--- src/rtl/cfg_loader_pkg.sv ---
package cfg_loader_pkg;

  typedef enum logic [2:0] {
    ST_WAKE  = 3'd0,
    ST_HDR0  = 3'd1,
    ST_HDR1  = 3'd2,
    ST_DATA  = 3'd3,
    ST_TRAIL = 3'd4,
    ST_FULL  = 3'd5,
    ST_ERR   = 3'd6
  } ldState_e;

  // Strobes from control to datapath
  typedef struct packed {
    logic wrByte;     // store dataIn at the write pointer
    logic nextFrame;  // closing byte accepted, move to next frame
    logic clrPtr;     // header done, clear the pointers
  } ldStrobe_t;

endpackage

--- src/rtl/cfg_loader_dp.sv ---
module cfg_loader_dp
  import cfg_loader_pkg::*;
#(
  parameter int FRAME_BYTES = 4,
  parameter int NUM_FRAMES  = 2,
  parameter logic [7:0] PRE_BYTE   = 8'hAA,
  parameter logic [7:0] SYNC_BYTE  = 8'h99,
  parameter logic [7:0] TRAIL_BYTE = 8'h3C,
  localparam int DEPTH = FRAME_BYTES * NUM_FRAMES,
  localparam int AW    = (DEPTH > 1) ? $clog2(DEPTH) : 1
) (
  input  logic          clk,
  input  logic          rstN,
  input  logic [7:0]    dataIn,
  input  ldStrobe_t     stb,
  input  logic [AW-1:0] rdAddr,
  output logic [7:0]    rdData,
  output logic          lastByte,
  output logic          lastFrame,
  output logic          isPre,
  output logic          isSync,
  output logic          isTrail
);

  localparam int BW = (FRAME_BYTES > 1) ? $clog2(FRAME_BYTES) : 1;
  localparam int FW = (NUM_FRAMES > 1) ? $clog2(NUM_FRAMES) : 1;
  localparam logic [BW-1:0] LAST_B = BW'(FRAME_BYTES - 1);
  localparam logic [FW-1:0] LAST_F = FW'(NUM_FRAMES - 1);
  localparam logic [AW:0]   DEPTH_W = (AW+1)'(DEPTH);

  logic [7:0]    mem [DEPTH];
  logic [AW-1:0] wrAddr;
  logic [BW-1:0] byteIdx;
  logic [FW-1:0] frameIdx;

  assign isPre   = (dataIn == PRE_BYTE);
  assign isSync  = (dataIn == SYNC_BYTE);
  assign isTrail = (dataIn == TRAIL_BYTE);
  assign lastByte  = (byteIdx == LAST_B);
  assign lastFrame = (frameIdx == LAST_F);

  always_ff @(posedge clk or negedge rstN) begin
    if (!rstN) begin
      wrAddr   <= '0;
      byteIdx  <= '0;
      frameIdx <= '0;
    end else if (stb.clrPtr) begin
      wrAddr   <= '0;
      byteIdx  <= '0;
      frameIdx <= '0;
    end else begin
      if (stb.wrByte) begin
        wrAddr  <= wrAddr + 1'b1;
        byteIdx <= lastByte ? '0 : byteIdx + 1'b1;
      end
      if (stb.nextFrame) frameIdx <= frameIdx + 1'b1;
    end
  end

  // Memory model is not cleared by reset
  always_ff @(posedge clk) begin
    if (stb.wrByte) mem[wrAddr] <= dataIn;
  end

  assign rdData = ({1'b0, rdAddr} < DEPTH_W) ? mem[rdAddr] : 8'h00;

  a_r4_addr_in_range: assert property (@(posedge clk) disable iff (!rstN)
    stb.wrByte |-> ({1'b0, wrAddr} < DEPTH_W));

  a_r3_frame_closes_on_boundary: assert property (@(posedge clk) disable iff (!rstN)
    stb.nextFrame |-> (byteIdx == '0));

endmodule

--- src/rtl/cfg_loader_ctrl.sv ---
module cfg_loader_ctrl
  import cfg_loader_pkg::*;
(
  input  logic      clk,
  input  logic      rstN,
  input  logic      csIn,
  input  logic      doneIn,
  input  logic      isPre,
  input  logic      isSync,
  input  logic      isTrail,
  input  logic      lastByte,
  input  logic      lastFrame,
  output ldStrobe_t stb,
  output logic      statusOut,
  output logic      doneRelease,
  output logic      userActive,
  output logic      errFlag
);

  ldState_e state, nextState;

  always_comb begin
    nextState = state;
    stb       = '0;
    unique case (state)
      ST_WAKE: nextState = ST_HDR0;
      ST_HDR0: nextState = isPre ? ST_HDR1 : ST_ERR;
      ST_HDR1: begin
        if (isSync) begin
          nextState  = ST_DATA;
          stb.clrPtr = 1'b1;
        end else begin
          nextState = ST_ERR;
        end
      end
      ST_DATA: begin
        if (csIn) begin
          stb.wrByte = 1'b1;
          if (lastByte) nextState = ST_TRAIL;
        end
      end
      ST_TRAIL: begin
        if (csIn) begin
          if (!isTrail) begin
            nextState = ST_ERR;
          end else if (lastFrame) begin
            nextState = ST_FULL;
          end else begin
            nextState     = ST_DATA;
            stb.nextFrame = 1'b1;
          end
        end
      end
      ST_FULL: nextState = ST_FULL;
      ST_ERR:  nextState = ST_ERR;
      default: nextState = ST_ERR;
    endcase
  end

  always_ff @(posedge clk or negedge rstN) begin
    if (!rstN) begin
      state      <= ST_WAKE;
      userActive <= 1'b0;
    end else begin
      state <= nextState;
      if (state == ST_FULL && doneIn) userActive <= 1'b1;
    end
  end

  assign statusOut   = !(state == ST_DATA || state == ST_TRAIL || state == ST_ERR);
  assign doneRelease = (state == ST_FULL);
  assign errFlag     = (state == ST_ERR);

  a_r7_err_sticky: assert property (@(posedge clk) disable iff (!rstN)
    errFlag |=> errFlag);

  a_r7_no_write_in_err: assert property (@(posedge clk) disable iff (!rstN)
    errFlag |-> !stb.wrByte);

  a_r5_write_needs_select: assert property (@(posedge clk) disable iff (!rstN)
    stb.wrByte |-> csIn);

  a_r6_status_rises_when_full: assert property (@(posedge clk) disable iff (!rstN)
    $rose(statusOut) |-> doneRelease);

  a_r9_user_after_shared_done: assert property (@(posedge clk) disable iff (!rstN)
    $rose(userActive) |-> ($past(doneIn) && $past(doneRelease)));

  a_r8_no_release_with_err: assert property (@(posedge clk) disable iff (!rstN)
    errFlag |-> !doneRelease);

endmodule

--- src/rtl/cfg_chain_loader.sv ---
module cfg_chain_loader
  import cfg_loader_pkg::*;
#(
  parameter int FRAME_BYTES = 4,
  parameter int NUM_FRAMES  = 2,
  parameter logic [7:0] PRE_BYTE   = 8'hAA,
  parameter logic [7:0] SYNC_BYTE  = 8'h99,
  parameter logic [7:0] TRAIL_BYTE = 8'h3C,
  localparam int DEPTH = FRAME_BYTES * NUM_FRAMES,
  localparam int AW    = (DEPTH > 1) ? $clog2(DEPTH) : 1
) (
  input  logic          cfgClk,
  input  logic          rstN,
  input  logic          csIn,
  input  logic [7:0]    dataIn,
  output logic          statusOut,
  output logic          doneRelease,
  input  logic          doneIn,
  output logic          userActive,
  output logic          errFlag,
  input  logic [AW-1:0] rdAddr,
  output logic [7:0]    rdData
);

  ldStrobe_t stb;
  logic lastByte, lastFrame, isPre, isSync, isTrail;

  cfg_loader_ctrl u_ctrl (
    .clk(cfgClk), .rstN(rstN), .csIn(csIn), .doneIn(doneIn),
    .isPre(isPre), .isSync(isSync), .isTrail(isTrail),
    .lastByte(lastByte), .lastFrame(lastFrame), .stb(stb),
    .statusOut(statusOut), .doneRelease(doneRelease),
    .userActive(userActive), .errFlag(errFlag)
  );

  cfg_loader_dp #(
    .FRAME_BYTES(FRAME_BYTES), .NUM_FRAMES(NUM_FRAMES),
    .PRE_BYTE(PRE_BYTE), .SYNC_BYTE(SYNC_BYTE), .TRAIL_BYTE(TRAIL_BYTE)
  ) u_dp (
    .clk(cfgClk), .rstN(rstN), .dataIn(dataIn), .stb(stb),
    .rdAddr(rdAddr), .rdData(rdData),
    .lastByte(lastByte), .lastFrame(lastFrame),
    .isPre(isPre), .isSync(isSync), .isTrail(isTrail)
  );

endmodule

--- config.mk ---
export PLATFORM = sky130hd
export DESIGN_NAME = cfg_chain_loader
export DESIGN_NICKNAME = d
export VERILOG_FILES = /design/src/rtl/cfg_loader_pkg.sv /design/src/rtl/cfg_loader_dp.sv /design/src/rtl/cfg_loader_ctrl.sv /design/src/rtl/cfg_chain_loader.sv
export SDC_FILE = /design/constraint.sdc
export NUM_CORES = 1
export LEC_CHECK = 0
export BUFFER_PORTS_ARGS = -buffer_cell sky130_fd_sc_hd__buf_2
export CORE_ASPECT_RATIO = 1.4
export CORE_MARGIN = 3
export CORE_UTILIZATION = 45
export CTS_CLUSTER_DIAMETER = 50
export CTS_CLUSTER_SIZE = 25
export DETAILED_ROUTE_END_ITERATION = 10
export GPL_TIMING_DRIVEN = 0
export SYNTH_ARGS = -nofsm -noshare
export SYNTH_HDL_FRONTEND = slang
export SYNTH_HIERARCHICAL = 1
export SYNTH_SLANG_ARGS = --single-unit
--- constraint.sdc ---
create_clock -name cfgClk -period 3.9 [get_ports cfgClk]
set_input_delay 0.78 -clock cfgClk [delete_from_list [all_inputs] [get_ports cfgClk]]
set_output_delay 0.78 -clock cfgClk [all_outputs]
set_load 0.03 [all_outputs]
==> results by group <==
Outcome
  • Run status: finished clean

Global route
  • Global-route congestion overflow total: 0
  • Global-route wire length before repair: 8890 um
  • Pin count of the biggest net entering global routing: 14
  • Initial antenna violation count: 0
  • Global router's overall resource usage: 15.1%
  • Vias in the first global route: 1699

Floorplanning
  • Core ar.: 6700 um^2
  • Die extent in y: 105 um
  • Total die area: 8070 um^2
  • Starting Density: 47.1%
  • Count of pins on the block boundary: 27
  • Number of standard-cell rows in the floorplan: 35
  • Die boundary width: 76.8 um

CTS
  • Number of instances resized during post-cts repair: 0
  • Maximum buffer depth of the clock tree: 2
  • Buffer count from post-CTS setup fixing: 0
  • TritonCTS clock tree: done
  • Num Clock Sinks: 74
  • CTS H-Tree Depth: 3
  • Insertion delay of the later-clocked pin in the worst-skew pair: 0.33 ns
  • Hold Buf Count CTS: 0
  • Clock slew at the register clock pins of the worst setup and hold paths: 0.07 ns
  • Clock tree root driver cell: sky130_fd_sc_hd__clkbuf_8
  • TritonCTS Buffers: 9

Setup path
  • Capturing element type of the critical path: output pin
  • Arr. time, crit path: 2.18 ns
  • Top fanout value on the critical path: 10
  • Required arrival time at the worst endpoint: 3.12 ns
  • Worst r2r src: u_ctrl/state[2]
  • Crit path launch: rdAddr[2]
  • Launching element type of the critical path: primary input
  • Kind of critical path: in -> out

Run
  • Max-cap viol count: 0

Synthesis
  • Most numerous cell types in the synthesized netlist: sky130_fd_sc_hd__edfxtp_1 (64), sky130_fd_sc_hd__mux4_1 (15), sky130_fd_sc_hd__nor2_1 (12), sky130_fd_sc_hd__dfrtp_1 (10), sky130_fd_sc_hd__mux2_2 (8)
  • Most common flop cell mapped by yosys: sky130_fd_sc_hd__edfxtp_1
  • Cell with the most instances after synthesis: sky130_fd_sc_hd__edfxtp_1
  • Part of the Yosys area used for sequential elements: 68.8%
  • Share of async-settable or async-resettable flops after synthesis: 13.5%
  • Number of distinct standard cells referenced by the synthesized netlist: 40
  • Cell count after synthesis: 169
  • Post-synthesis cell type with the largest combined area: sky130_fd_sc_hd__edfxtp_1
  • Top cells by area in the synthesized netlist: sky130_fd_sc_hd__edfxtp_1 (61%), sky130_fd_sc_hd__mux4_1 (12%), sky130_fd_sc_hd__dfrtp_1 (7.9%)
  • Netlist Area Pre-Place: 3160 um^2
  • Count of flip-flops with a built-in enable after synthesis: 64
  • Mean post-synth cell area: 18.7 um^2
  • Post-synthesis net count: 186
  • Number of warnings issued by yosys: 6
  • Count of state elements after synthesis: 74
  • Share of the synthesized area in the top cell type: 60.9%

Power
  • Lkg Pwr: 1.26 nW
  • Largest voltage drop on the vdd net: 254 uV
  • P per Cell Area: 423 nW/um^2

Route
  • Overall via count from detail_route: 1594
  • Wire per inst: 19.0 um
  • Overall routed net length: 5720 um
  • Iter 0 DRT Violations: 105
  • Count of antenna-violating nets left after detailed routing: 0
  • Number of remaining DRC errors: 0
  • Number of vias per cell after detailed routing: 5.30
  • First drt pass iteration count: 4

STA
  • Final setup skew: 0.00911 ns
  • Final setup slack of the worst path: 0.941 ns
  • Fin crit share: 75.9%
  • Maximum frequency from static timing analysis: 338 MHz
  • RSZ-0062 raised after global routing: false
  • Setup TNS Final: 0 ns
  • Normalized max-slew margin: 39.4%
  • Slew @ Worst Pin: 0.906 ns
  • Max-slew violation count: 0
  • Endpoints failing setup: 0
  • Post-layout minimum cycle time: 2.96 ns
  • Final hold violation count: 0

Place
  • Pre-CTS setup slack: 0.894 ns
  • Total half-perimeter wirelength after legalization and detailed placement: 3970 um
  • I/O Buffers: 23
  • Gpl congestion: 0.774

Layout
  • Area delta synth->final: 13.8%
  • Final layout net count: 221
  • Number of fill cells: 543
  • Fraction of layout cells with a size suffix above 1: 29.2%
  • Ant. Diodes: 0

Min path
  • Class of the tightest hold or removal check: in -> async
worst max-delay path, cell delays in order:
cell and delay, ns:
sky130_fd_sc_hd__clkbuf_1 0.27, sky130_fd_sc_hd__buf_2 0.33, sky130_fd_sc_hd__mux4_1 0.33, sky130_fd_sc_hd__mux2_2 0.28
sky130_fd_sc_hd__buf_2 0.18
registers in the layout (all words and copies together) (netlist names):
signal             count
u_ctrl/state           3
u_dp/lastFrame         1
u_dp/mem              64
u_ctrl/userActive      1
u_dp/byteIdx           2
u_dp/wrAddr            3
metrics by stage:
stage | hold WS, ns | power [W] | util (%) | area [um^2] | cells
final | 0.307 | 0.00152 | 53.6 | 3590 | 301
after global routing | 0.287 | 0.00158 | 53.6 | 3590 | 301
after CTS | 0.291 | 0.00154 | 53.6 | 3590 | 301
after detailed placement | 0.450 | 0.000975 | 50.7 | 3400 | 285
after global placement | 0.436 | 0.000971 | 50.6 | 3390 | 284
after floorplan | 0.484 | 0.000941 | - | 3160 | 169
cells in the final DEF, fill, tap and decap left out, drive strengths merged, types with 2 or more instances in the layout:
| master | n |
|---|---|
| a21oi | 4 |
| a31oi | 2 |
| and2 | 2 |
| and2b | 2 |
| and3 | 2 |
| buf | 29 |
| clkbuf | 11 |
| clkinv | 5 |
| dfrtp | 10 |
| edfxtp | 64 |
| ha | 2 |
| inv | 3 |
| mux2 | 8 |
| mux2i | 2 |
| mux4 | 16 |
| nand2 | 5 |
| nand2b | 4 |
| nand4bb | 3 |
| nor2 | 12 |
| nor3 | 2 |
| nor4b | 3 |
| o21ai | 2 |
| xnor2 | 3 |
where the power goes:
group | internal [W] | switching [W]
clock | 0.000294 | 0.000269
sequential | 0.000863 | 0.00000554
combinational | 0.0000377 | 0.0000498
cells by family (layout without fill, tap and decap cells):
group | after synthesis | in the layout | synth area share, %
xor+xnor | 3 | 3 | 0.832
flops | 74 | 74 | 68.8
fa+ha+maj | 2 | 2 | 0.793
simple gates | 38 | 38 | 7.21
mux | 26 | 26 | 16.7
compound gates | 16 | 16 | 3.65
buf+inv | 10 | 50 | 2.02
area by class of cell:
type / count / area (um^2) / share of cell area [%]
Timing Repair Buffer: 24 / 123 / 3.41
Buffer: 7 / 52.6 / 1.46
Tap cell: 92 / 115 / 3.20
Sequential cell: 74 / 2170 / 60.4
Clock inverter: 7 / 70.1 / 1.95
Multi-Input combinational cell: 85 / 926 / 25.8
Inverter: 3 / 11.3 / 0.313
Clock buffer: 9 / 124 / 3.45
metal layers:
| metal | up-vias | routed length (um) | track usage, % |
|---|---|---|---|
| met5 | - | 0 | 0 |
| met4 | 0 | 68 | 5.83 |
| met3 | 5 | 161 | 3.71 |
| met2 | 28 | 3180 | 27.9 |
| met1 | 799 | 2300 | 16.3 |
| li1 | 762 | - | - |
final timing paths:
| path | endpoint | slack [ns] | cells after the start |
|---|---|---|---|
| setup / recovery | rdData[0] | 0.94 | 5 |
| hold / removal | u_ctrl/state[1] | 0.31 | 1 |
| setup reg to reg | u_dp/mem[5][1] | 1.32 | 5 |
| hold reg to reg | u_ctrl/userActive | 0.46 | 1 |
| max in group asynchronous | u_dp/wrAddr[2] | 3.40 | 1 |
| min in group cfgClk | u_ctrl/userActive | 0.46 | 1 |
No activity file was read; power rests on OpenSTA's default activity.
